File: src/rtl/dic_pkg.sv
package dic_pkg;
  localparam int NUM_SRC       = 64;
  localparam int DATA_W        = 32;
  localparam int PRIO_W        = 4;
  localparam int MASK_W        = 5;
  localparam int ADDR_W        = 12;
  localparam int WORD_W        = ADDR_W - 2;
  localparam int NUM_ID_W      = $clog2(NUM_SRC);
  localparam int PRIO_PER_WORD = DATA_W / PRIO_W;
  localparam int PRIO_WORDS    = NUM_SRC / PRIO_PER_WORD;

  localparam logic [WORD_W-1:0] W_CTRL     = WORD_W'(0);
  localparam logic [WORD_W-1:0] W_MASK     = WORD_W'(1);
  localparam logic [WORD_W-1:0] W_EN_NUM   = WORD_W'(2);
  localparam logic [WORD_W-1:0] W_DIS_NUM  = WORD_W'(3);
  localparam logic [WORD_W-1:0] W_EN_HI    = WORD_W'(4);
  localparam logic [WORD_W-1:0] W_EN_LO    = WORD_W'(5);
  localparam logic [WORD_W-1:0] W_TYPE_HI  = WORD_W'(6);
  localparam logic [WORD_W-1:0] W_TYPE_LO  = WORD_W'(7);
  localparam logic [WORD_W-1:0] W_PRIO_END = WORD_W'(15);
  localparam logic [WORD_W-1:0] W_PEND_HI  = WORD_W'(18);
  localparam logic [WORD_W-1:0] W_PEND_LO  = WORD_W'(19);
  localparam logic [WORD_W-1:0] W_FORCE_HI = WORD_W'(20);
  localparam logic [WORD_W-1:0] W_FORCE_LO = WORD_W'(21);
  localparam logic [WORD_W-1:0] W_NORM_HI  = WORD_W'(22);
  localparam logic [WORD_W-1:0] W_NORM_LO  = WORD_W'(23);
  localparam logic [WORD_W-1:0] W_FAST_HI  = WORD_W'(24);
  localparam logic [WORD_W-1:0] W_FAST_LO  = WORD_W'(25);
  localparam logic [WORD_W-1:0] W_CONST    = WORD_W'(64);

  localparam logic [DATA_W-1:0] CONST_VAL  = DATA_W'(4);
  localparam logic [DATA_W-1:0] CTRL_KEEP  = DATA_W'(32'h7D);
  localparam logic [MASK_W-1:0] MASK_OPEN  = '1;

  typedef struct packed {
    logic [NUM_SRC-1:0]        pend;
    logic [NUM_SRC-1:0]        en;
    logic [NUM_SRC-1:0]        fast;
    logic [NUM_SRC*PRIO_W-1:0] prio;
    logic [MASK_W-1:0]         mask;
    logic [DATA_W-1:0]         ctrl;
  } dic_state_t;
endpackage

File: src/rtl/dic_regfile.sv
module dic_regfile
  import dic_pkg::*;
(
  input  logic                clk,
  input  logic                rst_n,
  input  logic                wr_en,
  input  logic [WORD_W-1:0]   word,
  input  logic [DATA_W-1:0]   wdata,
  input  logic [NUM_SRC-1:0]  src_in,
  output dic_state_t          st
);
  localparam int HALF = DATA_W;

  logic [NUM_SRC-1:0] src_q;
  logic [NUM_SRC-1:0] rise, fall;
  logic [NUM_SRC-1:0] pend_n, en_n, fast_n;
  logic [NUM_SRC*PRIO_W-1:0] prio_n;
  logic [MASK_W-1:0]  mask_n;
  logic [DATA_W-1:0]  ctrl_n;
  logic [NUM_ID_W-1:0] num;

  assign rise = src_in & ~src_q;
  assign fall = ~src_in & src_q;
  assign num  = wdata[NUM_ID_W-1:0];

  always_comb begin
    pend_n = st.pend;
    en_n   = st.en;
    fast_n = st.fast;
    prio_n = st.prio;
    mask_n = st.mask;
    ctrl_n = st.ctrl;
    if (wr_en) begin
      case (word)
        W_CTRL:     ctrl_n = wdata & CTRL_KEEP;
        W_MASK:     mask_n = wdata[MASK_W-1:0];
        W_EN_NUM:   en_n[num] = 1'b1;
        W_DIS_NUM:  en_n[num] = 1'b0;
        W_EN_HI:    en_n[NUM_SRC-1:HALF] = wdata;
        W_EN_LO:    en_n[HALF-1:0] = wdata;
        W_TYPE_HI:  fast_n[NUM_SRC-1:HALF] = wdata;
        W_TYPE_LO:  fast_n[HALF-1:0] = wdata;
        W_FORCE_HI: pend_n[NUM_SRC-1:HALF] = wdata;
        W_FORCE_LO: pend_n[HALF-1:0] = wdata;
        default: begin
          for (int w = 0; w < PRIO_WORDS; w++) begin
            if (word == W_PRIO_END - WORD_W'(w))
              prio_n[w*DATA_W +: DATA_W] = wdata;
          end
        end
      endcase
    end
    pend_n = (pend_n | rise) & ~fall;
  end

  always_ff @(posedge clk) begin
    if (!rst_n) begin
      src_q   <= '0;
      st.pend <= '0;
      st.en   <= '0;
      st.fast <= '0;
      st.prio <= '0;
      st.mask <= MASK_OPEN;
      st.ctrl <= '0;
    end else begin
      src_q   <= src_in;
      st.pend <= pend_n;
      st.en   <= en_n;
      st.fast <= fast_n;
      st.prio <= prio_n;
      st.mask <= mask_n;
      st.ctrl <= ctrl_n;
    end
  end

  AST_MASK_AFTER_RESET: assert property (@(posedge clk)
    $rose(rst_n) |-> (st.mask == MASK_OPEN && st.en == '0 && st.pend == '0));
  AST_FORCE_LOW_LANDS: assert property (@(posedge clk) disable iff (!rst_n)
    (wr_en && word == W_FORCE_LO && src_in == src_q)
      |=> (st.pend[HALF-1:0] == $past(wdata)));
  AST_ENABLE_BY_NUMBER: assert property (@(posedge clk) disable iff (!rst_n)
    (wr_en && word == W_EN_NUM) |=> st.en[$past(num)]);
endmodule

File: src/rtl/dic_readmux.sv
module dic_readmux
  import dic_pkg::*;
(
  input  logic [WORD_W-1:0] word,
  input  dic_state_t        st,
  output logic [DATA_W-1:0] rdata
);
  localparam int HALF = DATA_W;

  logic [NUM_SRC-1:0] norm_act, fast_act;
  assign norm_act = st.pend & st.en & ~st.fast;
  assign fast_act = st.pend & st.en & st.fast;

  always_comb begin
    rdata = '0;
    case (word)
      W_CTRL:    rdata = st.ctrl;
      W_MASK:    rdata = DATA_W'(st.mask);
      W_EN_HI:   rdata = st.en[NUM_SRC-1:HALF];
      W_EN_LO:   rdata = st.en[HALF-1:0];
      W_TYPE_HI: rdata = st.fast[NUM_SRC-1:HALF];
      W_TYPE_LO: rdata = st.fast[HALF-1:0];
      W_PEND_HI: rdata = st.pend[NUM_SRC-1:HALF];
      W_PEND_LO: rdata = st.pend[HALF-1:0];
      W_NORM_HI: rdata = norm_act[NUM_SRC-1:HALF];
      W_NORM_LO: rdata = norm_act[HALF-1:0];
      W_FAST_HI: rdata = fast_act[NUM_SRC-1:HALF];
      W_FAST_LO: rdata = fast_act[HALF-1:0];
      W_CONST:   rdata = CONST_VAL;
      default: begin
        for (int w = 0; w < PRIO_WORDS; w++) begin
          if (word == W_PRIO_END - WORD_W'(w))
            rdata = st.prio[w*DATA_W +: DATA_W];
        end
      end
    endcase
  end
endmodule

File: src/rtl/dic_reqgen.sv
module dic_reqgen
  import dic_pkg::*;
(
  input  logic       clk,
  input  logic       rst_n,
  input  dic_state_t st,
  output logic       irq,
  output logic       fiq
);
  logic [NUM_SRC-1:0] norm_act, fast_act, above;
  logic irq_d, fiq_d;

  assign norm_act = st.pend & st.en & ~st.fast;
  assign fast_act = st.pend & st.en & st.fast;

  for (genvar i = 0; i < NUM_SRC; i++) begin : g_cmp
    assign above[i] = norm_act[i] &&
      ({1'b0, st.prio[i*PRIO_W +: PRIO_W]} > st.mask);
  end

  assign fiq_d = |fast_act;
  assign irq_d = (|norm_act) && ((st.mask == MASK_OPEN) || (|above));

  always_ff @(posedge clk) begin
    if (!rst_n) begin
      irq <= 1'b0;
      fiq <= 1'b0;
    end else begin
      irq <= irq_d;
      fiq <= fiq_d;
    end
  end

  AST_FIQ_TRACKS_FAST: assert property (@(posedge clk) disable iff (!rst_n)
    fiq == $past(|(st.pend & st.en & st.fast)));
  AST_IRQ_NEEDS_NORMAL: assert property (@(posedge clk) disable iff (!rst_n)
    irq |-> $past(|(st.pend & st.en & ~st.fast)));
  AST_MASK_BAND_BLOCKS: assert property (@(posedge clk) disable iff (!rst_n)
    ($past(st.mask) > 5'd15 && $past(st.mask) != MASK_OPEN) |-> !irq);
endmodule

File: src/rtl/dual_irq_ctrl.sv
module dual_irq_ctrl
  import dic_pkg::*;
(
  input  logic               clk,
  input  logic               rst_n,
  input  logic               wr_en,
  input  logic [ADDR_W-1:0]  addr,
  input  logic [DATA_W-1:0]  wdata,
  output logic [DATA_W-1:0]  rdata,
  input  logic [NUM_SRC-1:0] src_in,
  output logic               irq,
  output logic               fiq
);
  logic [WORD_W-1:0] word;
  dic_state_t        st;

  assign word = addr[ADDR_W-1:2];

  dic_regfile u_regs (
    .clk(clk), .rst_n(rst_n), .wr_en(wr_en), .word(word),
    .wdata(wdata), .src_in(src_in), .st(st)
  );

  dic_readmux u_rmux (.word(word), .st(st), .rdata(rdata));

  dic_reqgen u_req (
    .clk(clk), .rst_n(rst_n), .st(st), .irq(irq), .fiq(fiq)
  );
endmodule

File: config.mk
export PLATFORM = sky130hd
export DESIGN_NAME = dual_irq_ctrl
export DESIGN_NICKNAME = d
export VERILOG_FILES = /design/src/rtl/dic_pkg.sv /design/src/rtl/dic_regfile.sv /design/src/rtl/dic_readmux.sv /design/src/rtl/dic_reqgen.sv /design/src/rtl/dual_irq_ctrl.sv
export SDC_FILE = /design/constraint.sdc
export NUM_CORES = 2
export LEC_CHECK = 0
export BUFFER_PORTS_ARGS = -buffer_cell sky130_fd_sc_hd__clkbuf_2
export CAP_MARGIN = 20
export CORE_ASPECT_RATIO = 1.4
export CORE_MARGIN = 2
export CORE_UTILIZATION = 58
export DETAILED_ROUTE_END_ITERATION = 7
export PLACE_DENSITY = 0.81
export SYNTH_ARGS = -nofsm -noshare
export SYNTH_HDL_FRONTEND = slang
export SYNTH_HIERARCHICAL = 1
export SYNTH_SLANG_ARGS = --single-unit
File: constraint.sdc
create_clock -name clk -period 4.6 [get_ports clk]
set_input_delay 0.69 -clock clk [delete_from_list [all_inputs] [get_ports clk]]
set_output_delay 0.69 -clock clk [all_outputs]
set_load 0.01 [all_outputs]
Word-level counts from Yosys, hierarchy flattened
Cells that the tools add are included.

word-level totals
  flip-flop bits (word level) = 525
  input bits = 111
  output and inout bits = 34
  logic and storage cells = 228

cells by class
  order comparisons = 66
  equality and inequality tests = 25
  mux-type cells = 16
  bitwise gates (word level) = 15
  reductions and logical operators = 88

operator list
  operator               number
  $and A64 B64 Y64       7
  $pmux W32 S13          1
  $gt A4 B5 Y1           64
  $mux W32               10
  $not A64 Y64           5
  $pmux W32 S3           2
  $reduce_or A64 Y1      3
  $or A64 B64 Y64        2
  $eq A10 B4 Y1 const B  8
  $eq A10 B5 Y1 const B  8
  $logic_and A1 B1 Y1    66
  $mux W64               1
  $eq A10 B3 Y1 const B  4
  $reduce_and A3 Y1      8
  $eq A10 B2 Y1 const B  2
  $reduce_and A2 Y1      6
  $eq A10 B1 Y1 const B  1
  $eq A10 B7 Y1 const B  1
  $logic_not A10 Y1      1
  $reduce_or A10 Y1      1
  $lt A6 B7 Y1 const B   1
  $demux W1 S6           1
  $ge A6 B1 Y1 const B   1
  $reduce_bool A3 Y1     2
  other kinds (4)        4

Longest topological paths before layout
  word-level depth = 10
  gate-level depth with buffers = 10
  gate-level depth less buffers = 9

Modules after synthesis
Netlist, hierarchy kept.

modules (own cells, without submodules)
  module       times used  cells an instance  area an instance (µm²)  sequential area each (µm²)
  dic_regfile  1           2200               19545.0                 10470.0
  dic_reqgen   1           915                7024.2                  40.0
  dic_readmux  1           899                6065.8                  0.0

Least setup slack after synthesis
Ideal clock, no wire load.

  path type = register to output
  start point = reg, netlist name u_regs/st[32]
  end point = out rdata[0]
  arrival = 2.558 ns
  required time = 3.910 ns
  setup slack = 1.352 ns
  stages on the path, launching flop included = 5
  buffers on the path = 0
  path through = dfxtp_1 mux4_2 a22oi_1 nor2_1 a2bb2oi_1

on the way
  longest elaborated chain between the ends = 1

RTL lines
  what              line                source
  $pmux W32 S13     dic_readmux.sv:16   case (word)
  end: declaration  dual_irq_ctrl.sv:9  output logic [DATA_W-1:0] rdata,

No other way between the ends.

Final worst setup path
  start point = in addr[5]
  end point = out rdata[7]

on the way
  longest elaborated chain between the ends = 10
  elaborated cells between the ends (all ways) = 30
  those cells by class = 20 x eq/ne; 9 x mux; 1 x reduce/logical

RTL lines
  what                   line                source
  start: declaration     dual_irq_ctrl.sv:7  input logic [ADDR_W-1:0] addr,
  $eq A10 B4 Y1          dic_readmux.sv:32   if (word == W_PRIO_END - WORD_W'(w))
  $mux W32 (8 in a row)  dic_readmux.sv:32
  $pmux W32 S13 (*)      dic_readmux.sv:16

Mark *: on every way between the ends. The rest lies on a longest branch, timed or not.

==> impl_metrics.json <==
{
  "drive_gt1_share_pct": 10.8,
  "die_h_um": 285,
  "ys_seq_area_share_pct": 32.2,
  "violations": "design-rule violations",
  "postLayoutCoreUtil_pct": 64.5,
  "synth_edf_count": 0,
  "max_freq_ghz": 0.236,
  "ys_ff_latch": 525,
  "final_cell_mix": "524 x dfxtp_1, 413 x o21ai_0, 377 x nand3_1, 333 x nand2_1, 256 x ha_1",
  "grt_antenna_before_repair": 9,
  "fin_nets": 4405,
  "hold_class": "in2reg",
  "die-width_um": 204,
  "hold_viol_final": 0,
  "synth_top_area_cell": "dfxtp_1",
  "cp-end-kind": "output port",
  "synth.top_cell.area_share_pct": 32.2,
  "ctsHoldBuffers": 0,
  "overflow": 0,
  "start_util_pct": 58.8,
  "grt_start_max_net_pins": 153,
  "cpLargestDelayFamily": "buffers and inverters",
  "cts_made_buffers": 53,
  "setup_ws_ps": 370,
  "critPathBufInv": 4,
  "min_period_ps": 4230,
  "syn-cell-area_mm2": 0.0326,
  "dr.pass1.iters": 8,
  "critPathLaunchType": "input pin",
  "via_count": 34300,
  "worstPathMaxFanout": 33,
  "cap_violations": 0,
  "fin_worst_skew_ps": 26.0,
  "htreeDepth": 2,
  "drt_first_iter_violations": 5031,
  "cpMaxStageDelayCell": "a41oi_1",
  "slew_violations": 0,
  "clk_pin_slew_ps": 60,
  "rows": 102,
  "crit_type": "in2out",
  "port_buffers": 142,
  "viasPerCell": 7.13,
  "synth-main-ff-cell": "dfxtp_1",
  "ant_nets": 0,
  "post_synth_num_cell_types": 95,
  "pre_cts_ws_ps": 642,
  "io-pin-count": 145,
  "layout_commonest_cell": "dfxtp_1",
  "grt.total_usage_pct": 48.5,
  "cpPeakStageDelay_ps": 560,
  "cp_cell_sequence": "clkbuf_2, buf_12, or4b_4, nor2_2, buf_4, a32oi_1, o21a_1, a41oi_1, clkbuf_2",
  "post_cts.resized_instances": 0,
  "syn_inst": 4014,
  "grt_pass1_wl_um": 207000,
  "power.density_mw_per_mm2": 277,
  "setup-tns-final_ps": 0,
  "core_mm2": 0.0555,
  "wirelength_um": 144000,
  "drc": 19,
  "outcome": "finished with violations",
  "grt_pass1_vias": 31000,
  "post_cts_buffers": 0,
  "avgSynthCellArea_um2": 8.13,
  "fin_crit_sh_pct": 92.0,
  "hpwl_um": 104000,
  "fp.dieArea_mm2": 0.0582,
  "wire_per_inst_um": 30.0,
  "ctsRootBufferMaster": "clkbuf_16",
  "rsz0062_at_grt": "false",
  "yosys_warnings": 6,
  "fill_cells": 4877,
  "irDropWorstVdd_mv": 0.319,
  "gp_congestion": 1.17,
  "area_growth_pct": 9.77,
  "crit_required_ps": 3910,
  "cts_num_sinks": 525,
  "worst_path_most_repeated_cell": "clkbuf_2",
  "cts_buffer_depth": 3,
  "synth_area_leaders": "dfxtp_1 32%, ha_1 9.8%, o21ai_0 6.3%",
  "worst_pin_slew_ps": 1330,
  "arrival_ps": 3540,
  "tritoncts": "done",
  "setup_viol": 0,
  "clk_latency_ps": 640,
  "async_flop_share_pct": 0,
  "slew_headroom_pct": 11.0,
  "p_leak_nw": 15.0,
  "total_power_mw": 9.94
}
-- routing by layer --
layer,part of all wire (%),vias up,GRT usage [%],wire length (µm)
met1,33,15900,56.6,48200
met3,13,923,13.8,19100
met2,42,2760,72.2,60200
met5,0.0083,-,1.11,12
li1,-,14800,-,-
met4,12,2,42.7,17000
-- power breakdown --
group | switching, mW | internal, mW
clock network | 1.95 | 2.45
registers | 0.101 | 4.62
logic | 0.580 | 0.240
total | 2.63 | 7.31
-- final timing paths --
| kind | endpoint | from | slack [ps] | cells after the start |
|---|---|---|---|---|
| worst max-delay path | rdata[7] | addr[5] | 370 | 9 |
| worst max register to register | u_req/irq | u_regs/st[33] | 940 | 10 |
| worst min-delay path | u_regs/src_q[28] | src_in[28] | 280 | 3 |
| worst min register to register | u_regs/st[185] | u_regs/st[185] | 480 | 2 |
-- synth_stat cells, types with 20 or more instances --
cell type,instances
dfxtp_1,525
o21ai_0,413
nand3_1,380
nand2_1,333
ha_1,256
nor2_1,236
a21oi_1,229
inv_1,219
clkbuf_1,201
mux2i_1,161
o211ai_1,78
a22oi_1,68
maj3_1,64
nand4_1,54
buf_2,52
nor2b_1,52
nand3b_1,47
nand2b_1,34
nor3_1,34
buf_4,33
and3_1,31
buf_1,30
a32oi_1,28
mux4_2,28
a41oi_1,25
o22ai_1,24
a31oi_1,22
a41o_1,21
a22o_1,20
o21a_1,20
-- worst reg2reg max path: stages (launching register included) --
cell       delay [ps]
dfxtp_1           380
inv_2             490
buf_12            270
ha_1              280
nor2b_1           130
o211ai_1          170
a21oi_1           150
a2111oi_0         750
o2111ai_1         260
nor3_1            410
a31oi_1           210
-- through the flow --
stage	hold WS, ps	instances	cell area, µm²
after floorplan	446	4039	32700
after global placement	459	4709	34100
after detailed placement	468	4709	34100
after CTS	271	4804	35800
after global routing	283	4806	35800
final	281	4814	35800
-- cell type report --
type | instances | area [µm²] | share of cell area [%]
antenna | 8 | 20.0 | 0.0559
inverter | 221 | 835 | 2.33
timing repair buffer | 267 | 1840 | 5.15
clock inverter | 13 | 134 | 0.374
sequential | 525 | 10500 | 29.3
clock buffer | 82 | 1570 | 4.37
multi-input combinational | 2970 | 20000 | 55.8
tap | 728 | 911 | 2.54
-- flip-flops by register name (all words and copies together) (netlist names) --
| register | cells |
|---|---|
| u_regs/src_q | 64 |
| u_regs/st | 459 |
| u_req/fiq | 1 |
| u_req/irq | 1 |
-- cell families after synthesis --
kind of cell,Yosys count,synth area share [%]
simple gates,1306,19.9
compound gates,1110,21.6
buf+inv,544,7.00
flops,525,32.2
fa+ha+maj,320,11.8
mux,207,7.49
other cells,1,0.0115
xor+xnor,1,0.0268
(Power assumes the default switching activity.)
